File: src/rtl/galwalk_pkg.sv
package galwalk_pkg;
  typedef enum logic [2:0] {
    ST_IDLE,
    ST_FILL,
    ST_SETB,
    ST_RDO,
    ST_RDB,
    ST_RSTR
  } gw_state_e;
endpackage

File: src/rtl/galwalk_seq.sv
module galwalk_seq
  import galwalk_pkg::*;
#(
  parameter int WORDS = 16,
  localparam int AW = $clog2(WORDS)
) (
  input  logic          clk,
  input  logic          rst_n,
  input  logic          start,
  input  logic          use_galpat,
  input  logic          bg_first,
  output logic          launch,
  output logic          op_en,
  output logic          op_we,
  output logic [AW-1:0] op_addr,
  output logic          op_wdata,
  output logic          rd_req,
  output logic          rd_exp,
  output logic          busy,
  output logic          done
);
  localparam logic [AW:0] LAST = (AW+1)'(WORDS - 1);

  gw_state_e     state;
  logic [AW-1:0] base, oth;
  logic          bg, second, galp;

  logic [AW:0] nx1, nxt;
  logic        last_oth, last_base;

  // next non-base address above the current other-cell pointer
  always_comb begin
    nx1       = {1'b0, oth} + 1'b1;
    nxt       = (nx1 == {1'b0, base}) ? nx1 + 1'b1 : nx1;
    last_oth  = (nxt > LAST);
    last_base = ({1'b0, base} == LAST);
  end

  assign launch = (state == ST_IDLE) && start;
  assign busy   = (state != ST_IDLE);
  assign op_en  = busy;
  assign op_we  = (state == ST_FILL) || (state == ST_SETB) || (state == ST_RSTR);
  assign rd_req = (state == ST_RDO) || (state == ST_RDB);
  assign op_addr  = (state == ST_FILL || state == ST_RDO) ? oth : base;
  assign op_wdata = (state == ST_SETB) ? ~bg : bg;
  assign rd_exp   = (state == ST_RDB) ? ~bg : bg;

  always_ff @(posedge clk or negedge rst_n) begin
    if (!rst_n) begin
      state  <= ST_IDLE;
      base   <= '0;
      oth    <= '0;
      bg     <= 1'b0;
      second <= 1'b0;
      galp   <= 1'b0;
      done   <= 1'b0;
    end else begin
      done <= 1'b0;
      unique case (state)
        ST_IDLE: if (start) begin
          bg     <= bg_first;
          galp   <= use_galpat;
          second <= 1'b0;
          oth    <= '0;
          state  <= ST_FILL;
        end
        ST_FILL: begin
          if ({1'b0, oth} == LAST) begin
            base  <= '0;
            state <= ST_SETB;
          end else begin
            oth <= oth + 1'b1;
          end
        end
        ST_SETB: begin
          oth   <= (base == '0) ? AW'(1) : '0;
          state <= ST_RDO;
        end
        ST_RDO: begin
          if (galp) begin
            state <= ST_RDB;
          end else if (last_oth) begin
            state <= ST_RDB;
          end else begin
            oth <= nxt[AW-1:0];
          end
        end
        ST_RDB: begin
          if (galp && !last_oth) begin
            oth   <= nxt[AW-1:0];
            state <= ST_RDO;
          end else begin
            state <= ST_RSTR;
          end
        end
        ST_RSTR: begin
          if (!last_base) begin
            base  <= base + 1'b1;
            state <= ST_SETB;
          end else if (!second) begin
            second <= 1'b1;
            bg     <= ~bg;
            oth    <= '0;
            state  <= ST_FILL;
          end else begin
            done  <= 1'b1;
            state <= ST_IDLE;
          end
        end
        default: state <= ST_IDLE;
      endcase
    end
  end
endmodule

File: src/rtl/galwalk_cmp.sv
module galwalk_cmp #(
  parameter int WORDS = 16,
  localparam int AW = $clog2(WORDS)
) (
  input  logic          clk,
  input  logic          rst_n,
  input  logic          clear,
  input  logic          rd_req,
  input  logic          rd_exp,
  input  logic [AW-1:0] rd_addr,
  input  logic          rdata,
  output logic          fail,
  output logic [AW-1:0] fail_addr,
  output logic          fail_exp
);
  logic          pend_q, exp_q;
  logic [AW-1:0] addr_q;

  always_ff @(posedge clk or negedge rst_n) begin
    if (!rst_n) begin
      pend_q <= 1'b0;
      exp_q  <= 1'b0;
      addr_q <= '0;
    end else begin
      pend_q <= rd_req;
      exp_q  <= rd_exp;
      addr_q <= rd_addr;
    end
  end

  always_ff @(posedge clk or negedge rst_n) begin
    if (!rst_n) begin
      fail      <= 1'b0;
      fail_addr <= '0;
      fail_exp  <= 1'b0;
    end else if (clear) begin
      fail      <= 1'b0;
      fail_addr <= '0;
      fail_exp  <= 1'b0;
    end else if (pend_q && (rdata != exp_q) && !fail) begin
      fail      <= 1'b1;
      fail_addr <= addr_q;
      fail_exp  <= exp_q;
    end
  end
endmodule

File: src/rtl/galwalk_bist.sv
module galwalk_bist #(
  parameter int WORDS = 16,
  localparam int AW = $clog2(WORDS)
) (
  input  logic          clk,
  input  logic          rst_n,
  input  logic          start,
  input  logic          use_galpat,
  input  logic          bg_first,
  output logic          mem_en,
  output logic          mem_we,
  output logic [AW-1:0] mem_addr,
  output logic          mem_wdata,
  input  logic          mem_rdata,
  output logic          busy,
  output logic          done,
  output logic          fail,
  output logic [AW-1:0] fail_addr,
  output logic          fail_exp
);
  logic launch, rd_req, rd_exp;

  galwalk_seq #(.WORDS(WORDS)) u_seq (
    .clk(clk), .rst_n(rst_n), .start(start), .use_galpat(use_galpat),
    .bg_first(bg_first), .launch(launch), .op_en(mem_en), .op_we(mem_we),
    .op_addr(mem_addr), .op_wdata(mem_wdata), .rd_req(rd_req),
    .rd_exp(rd_exp), .busy(busy), .done(done)
  );

  galwalk_cmp #(.WORDS(WORDS)) u_cmp (
    .clk(clk), .rst_n(rst_n), .clear(launch), .rd_req(rd_req),
    .rd_exp(rd_exp), .rd_addr(mem_addr), .rdata(mem_rdata),
    .fail(fail), .fail_addr(fail_addr), .fail_exp(fail_exp)
  );
endmodule

File: config.mk
export PLATFORM = sky130hd
export DESIGN_NAME = galwalk_bist
export DESIGN_NICKNAME = d
export VERILOG_FILES = /design/src/rtl/galwalk_pkg.sv /design/src/rtl/galwalk_seq.sv /design/src/rtl/galwalk_cmp.sv /design/src/rtl/galwalk_bist.sv
export SDC_FILE = /design/constraint.sdc
export NUM_CORES = 1
export LEC_CHECK = 0
export BUFFER_PORTS_ARGS = -buffer_cell sky130_fd_sc_hd__clkbuf_2
export CAP_MARGIN = 15
export CORE_MARGIN = 10
export CORE_UTILIZATION = 54
export CTS_BUF_LIST = sky130_fd_sc_hd__clkbuf_2
export CTS_CLUSTER_DIAMETER = 120
export DETAILED_ROUTE_END_ITERATION = 8
export GPL_TIMING_DRIVEN = 0
export PLACE_DENSITY_LB_ADDON = 0.25
export SLEW_MARGIN = 20
export SYNTH_ARGS = -nofsm -noshare
export SYNTH_HDL_FRONTEND = slang
export SYNTH_SLANG_ARGS = --single-unit
export TNS_END_PERCENT = 30
File: constraint.sdc
create_clock -name clk -period 2.1 [get_ports clk]
set_input_delay 0.42 -clock clk [delete_from_list [all_inputs] [get_ports clk]]
set_output_delay 0.42 -clock clk [all_outputs]
set_load 0.005 [all_outputs]
After elaboration in Yosys (flattened, before gate mapping) --
Index checks and enable logic that the tools add are counted.
Operators by class: multiplexer cells 40, $add $sub $neg 4, equality and inequality tests 19, bitwise gates (word level) 1, magnitude comparators 1, reductions and logical operators 23
Operator list (count):
- $mux 4 | 12
- $pmux 4 s6 | 1
- $mux 3 | 6
- $pmux 3 s6 | 1
- $mux 1 | 16
- $ne 2x2->1 const B | 8
- $reduce_and 3->1 | 3
- $add 4x1->4 const B | 2
- $eq 4x4->1 const B | 2
- $pmux 4 s2 | 1
- $reduce_and 8->1 | 1
- $eq 3x2->1 const B | 2
- $eq 3x3->1 const B | 2
- $reduce_bool 2->1 | 3
- $reduce_bool 6->1 | 1
- $add 4x1->5 const B | 1
- $add 5x1->5 const B | 1
- $eq 5x4->1 | 1
- $gt 5x4->1 const B | 1
- $mux 5 | 1
- $logic_and 1x1->1 | 4
- $logic_not 4->1 | 1
- $logic_or 1x1->1 | 4
- $pmux 1 s2 | 2
- 10 further kinds | 11
Word-level totals: word-level logic and storage cells 101, output and inout port bits 15, bits of input ports 6, register bits 27

Logic depth before layout (Yosys ltp) --
word-level depth 8, depth in mapped cells 9, gate-level depth less buffers 8

Hierarchy --
A second synthesis with hierarchy kept.
Second synthesis, totals: cell total of the unflattened synthesis 183, area total of the unflattened synthesis 1730.4 µm²
Modules (own cells, without submodules):
- galwalk_seq | times used 1, cells each 151, sequential area each 375.4 µm², area each 1303.8 µm²
- galwalk_cmp | times used 1, cells each 32, sequential area each 300.3 µm², area each 426.7 µm²

Worst setup path before layout --
No wires, ideal clock.
path kind flip-flop to flip-flop, start register u_seq.oth[0], end register u_seq.oth[0], stages on the path, launching flop included 10, setup slack 0.011 ns, data arrival time 1.953 ns, path buffers 1, clock period less this slack 2.089 ns, setup time 0.137 ns, data required time 1.963 ns, cells stage by stage dfrtp_1 buf_2 inv_1 ha_1 xnor2_1 nor2_1 a311oi_1 o221ai_2 o21ai_0 o21ai_0
On the way: word-level cells in the longest chain between the ends 8, elaborated cells on any way between the ends 18, classes of those cells add/sub: 3; order compare: 1; eq/ne: 5; mux: 6; reduce/logical: 3
RTL lines:
- start: declaration | RTL line galwalk_seq.sv:25 | logic [AW-1:0] base, oth;
- start signal: assignment | RTL line galwalk_seq.sv:72 | oth <= oth + 1'b1;
- start signal: assignment | RTL line galwalk_seq.sv:76 | oth <= (base == '0) ? AW'(1) : '0;
- start signal: assignment | RTL line galwalk_seq.sv:85 | oth <= nxt[AW-1:0];
- $add 4x1->5 | RTL line galwalk_seq.sv:33 | nx1 = {1'b0, oth} + 1'b1;
- $add 5x1->5 / $eq 5x4->1 (equally long branches) | RTL line galwalk_seq.sv:34 | nxt = (nx1 == {1'b0, base}) ? nx1 + 1'b1 : nx1;
- $mux 5 | RTL line galwalk_seq.sv:34
- $gt 5x4->1 | RTL line galwalk_seq.sv:35 | last_oth = (nxt > LAST);
- $logic_not 1->1 | RTL line galwalk_seq.sv:89 | if (galp && !last_oth) begin
- $logic_and 1x1->1 | RTL line galwalk_seq.sv:89
- $ne 2x2->1 (no source line)
- $reduce_and 8->1 (no source line)
Parallel ways exist; a longest one is shown, timed or not. The select of a mux whose other input is x is not followed. A chain may end at the register's enable or synchronous reset.

Final worst setup path --
start register u_seq.state[0], end output mem_addr[0]
On the way: word-level cells in the longest chain between the ends 3, elaborated cells on any way between the ends 4, classes of those cells eq/ne: 2; mux: 1; reduce/logical: 1
RTL lines:
- start: declaration | RTL line galwalk_seq.sv:24 | gw_state_e state;
- start signal: assignment | RTL line galwalk_seq.sv:50 | state <= ST_IDLE;
- start signal: assignment | RTL line galwalk_seq.sv:65 | state <= ST_FILL;
- start signal: assignment | RTL line galwalk_seq.sv:70 | state <= ST_SETB;
- $eq 3x1->1 / $eq 3x2->1 (equally long branches) | RTL line galwalk_seq.sv:44 | assign op_addr = (state == ST_FILL || state == ST_RDO) ? oth : base;
- $logic_or 1x1->1 (*) | RTL line galwalk_seq.sv:44
- $mux 4 (*) | RTL line galwalk_seq.sv:44
- end: declaration | RTL line galwalk_bist.sv:12 | output logic [AW-1:0] mem_addr,
Mark *: on every way between the ends. The rest lies on a longest branch, timed or not.

==> impl_metrics.json <==
{
  "timing.critical_path.required_ns": 1.68,
  "grt-busiest-layer": "met2",
  "synth.most_common_cell": "sky130_fd_sc_hd__dfrtp_1",
  "largest_driver_fanout_on_the_critical_path": 10,
  "timing.final.hold_violations": 0,
  "num_antenna_cells": 0,
  "nNetsFinal": 220,
  "post-route-util_pct": 71.30,
  "worst_pin_slew_ns": 0.6817,
  "synth_async_sr_flop_share_pct": 100.0,
  "area_growth_pct": 22.59,
  "setup_viol_count_final": 2,
  "clk-insertion-delay-late_ns": 0.36,
  "timing.final.max_slew_violations": 0,
  "maxSlewHeadroom_pct": 54.56,
  "period_utilization_pct": 101.0,
  "grt_max_degree": 28,
  "die_h_um": 75.20,
  "yosys_most_used_dff": "sky130_fd_sc_hd__dfrtp_1",
  "finish.instance_area_um2": 2017,
  "first_global_vias": 1447,
  "overflow": 0,
  "maxClockFrequency_mhz": 471.3,
  "mean_instance_size_in_the_synthesized_netlist_um2": 9.090,
  "start_kind": "flop",
  "max-cap-violations": 0,
  "critical_path.reg2reg.endpoint": "u_seq.state[0]",
  "global_route.usage.met2_pct": 25.43,
  "fin_tns_setup_ns": -0.04314,
  "dp_hpwl_mm": 2.871,
  "path_class": "flop to output pin",
  "drt_first_iter_violations": 117,
  "reg2reg_setup_slack_ns": -0.02,
  "ys_top_cells_by_count": "27 x sky130_fd_sc_hd__dfrtp_1, 24 x sky130_fd_sc_hd__nor2_1, 22 x sky130_fd_sc_hd__nand2_1",
  "number_of_flops_mapped_to_enable_cells_by_yosys": 0,
  "final_wirelength_mm": 4.191,
  "hold_worst_slack_ns": 0.03736,
  "biggest_area_contributors_in_the_synthesized_netlist": "sky130_fd_sc_hd__dfrtp_1 41%, sky130_fd_sc_hd__nor2_1 5.5%, sky130_fd_sc_hd__nand2_1 5.0%",
  "globalRouteMet3Util_pct": 2.497,
  "grt.total_usage_pct": 14.65,
  "outcome": "complete, but fails checks",
  "vias_per_cell": 6.088,
  "cts_tree": "done",
  "ys_seq_elements": 27,
  "ys_warn_count": 0,
  "clock_tree_buffer_depth": 2,
  "synth_fp_nets": 191,
  "synth.cell_area_um2": 1645,
  "htree_levels": 1,
  "ir_drop_v": 0.0008387,
  "synth_cells": 181,
  "detailedRoute.firstPassIterationCount": 4,
  "critPathCaptureType": "output pin",
  "antenna_found_initial": 0,
  "number_of_rows_created_at_floorplan": 19,
  "overall_via_count_from_detail_route": 1461,
  "holdCritPathClass": "input port to async pin",
  "post_route_cells_drive_above_1_share_pct": 31.10,
  "power.density_nw_per_um2": 1621,
  "num-fill-cells": 204,
  "power.leakage_nw": 0.9444,
  "grt_setup_unrepaired": "true",
  "non_filler_cells_in_the_finished_layout": 240,
  "synth.distinct_cells": 48,
  "fin_worst_skew_ns": 0.009171,
  "die-area_um2": 5655,
  "final_antenna_net_count": 0,
  "place.gp.congestion": 0.9506,
  "number_of_primary_i_o_pins": 21,
  "numPlacedInstances": 232,
  "critical_path_arrival_ns": 1.70,
  "route.detailed.wl_per_inst_um": 17.46,
  "port-buffer-count": 20,
  "floorplan.initialDensity_pct": 58.16,
  "setup_ws_ns": -0.02165,
  "fp.coreArea_um2": 2829,
  "regToRegStartpoint": "u_seq.oth[0]",
  "clockRootBuffer": "sky130_fd_sc_hd__clkbuf_2",
  "wire_length_of_the_first_global_routing_pass_mm": 6.561,
  "dieWidth_um": 75.20,
  "clkSlewWorstSetupHoldPaths_ns": 0.25,
  "r2r_cells": 9,
  "postPlaceCellArea_um2": 1784,
  "cts_made_buffers": 3,
  "clock_sinks": 27,
  "drc_errors": 0,
  "seq_area_frac_synth_pct": 41.06,
  "timing.final.crit_period_ns": 2.122,
  "cts_hold_buf": 0,
  "netlist.top_cell.by_area": "sky130_fd_sc_hd__dfrtp_1",
  "grt_use_met1_pct": 17.56,
  "failed_checks": "negative setup slack",
  "synth_largest_type_area_fraction_pct": 41.06
}
## timing repair
action,4_1_cts,5_1_grt
buffers inserted,3,2
pin swaps,6,7
gates resized for setup,15,20
cloned,0,0
setup endpoints to repair,9,9
## logic make-up (layout without fill, tap and decap cells)
group / after synthesis / in the layout / synth area share, %
fa+ha+maj: 4 / 4 / 3.042
mux: 7 / 7 / 4.411
simple gates: 75 / 75 / 21.98
compound gates: 40 / 40 / 16.43
xor+xnor: 10 / 10 / 5.780
flops: 27 / 27 / 41.06
buf+inv: 18 / 46 / 7.300
## metal layers
layer | share of wire (%) | vias up
li1 | - | 689
met1 | 41 | 709
met2 | 51 | 53
met3 | 5.5 | 10
met4 | 2.8 | 0
met5 | 0 | -
## where the power goes
| part | switching, mW | total, mW | internal, mW |
|---|---|---|---|
| Sequential | 0.168 | 0.897 | 0.729 |
| Clock | 0.155 | 0.205 | 0.0502 |
| Combinational | 1.18 | 2.17 | 0.991 |
| Total | 1.50 | 3.27 | 1.77 |
## state kept, by name, indices dropped and copies added (netlist names)
| name | cells |
|---|---|
| u_cmp.addr_q | 4 |
| u_cmp.fail_addr | 4 |
| u_seq.base | 4 |
| u_seq.oth | 4 |
| u_seq.state | 3 |
| u_cmp.exp_q | 1 |
| u_cmp.fail | 1 |
| u_cmp.fail_exp | 1 |
| u_cmp.pend_q | 1 |
| u_seq.bg | 1 |
| u_seq.done | 1 |
| u_seq.galp | 1 |
| u_seq.second | 1 |
## placed cells by master, fill, tap and decap left out, types with 6 or more instances in the layout
cell type,n
sky130_fd_sc_hd__inv_1,6
sky130_fd_sc_hd__o21ai_0,9
sky130_fd_sc_hd__a21oi_1,9
sky130_fd_sc_hd__nand2_1,22
sky130_fd_sc_hd__buf_4,7
sky130_fd_sc_hd__nor2_1,22
sky130_fd_sc_hd__dfrtp_1,24
sky130_fd_sc_hd__clkbuf_2,24
## worst max path at each step
stage                         startpoint              to  slack (ns)
after floorplan             u_seq.oth[0]    u_seq.oth[0]        0.01
after global placement      u_seq.oth[0]    u_seq.oth[0]       -0.17
after CTS                   u_seq.oth[0]  u_seq.state[0]       -0.03
after detailed placement    u_seq.oth[0]    u_seq.oth[0]       -0.29
after global routing        u_seq.oth[0]  u_seq.state[0]       -0.17
final                     u_seq.state[0]     mem_addr[0]       -0.02
## worst max-delay path, stage by stage (launching register included)
cell and delay [ns]:
sky130_fd_sc_hd__dfrtp_1 0.43, sky130_fd_sc_hd__buf_4 0.17, sky130_fd_sc_hd__nand2b_1 0.28, sky130_fd_sc_hd__nand2_1 0.12
sky130_fd_sc_hd__o21ai_0 0.16, sky130_fd_sc_hd__clkbuf_2 0.18
## area by class of cell
type                       instances  area [um2]  share of cell area, %
tap                               31       38.79                  1.923
multi-input combinational        136        1003                  49.75
clock buffer                       4       20.02                 0.9926
timing repair buffer              25       150.1                  7.444
buffer                            10       96.34                  4.777
inverter                           7       28.78                  1.427
sequential                        27       679.4                  33.68
## metrics by stage
| stage | power, mW | worst slack [ns] |
|---|---|---|
| 6_report | 3.270 | -0.02165 |
| 5_1_grt | 3.532 | -0.1700 |
| 4_1_cts | 2.947 | -0.03189 |
| 3_5_place_dp | 2.509 | -0.2911 |
| 3_3_place_gp | 2.431 | -0.1697 |
| 2_1_floorplan | 2.056 | 0.01059 |
Power figures use the tool's default switching activity.
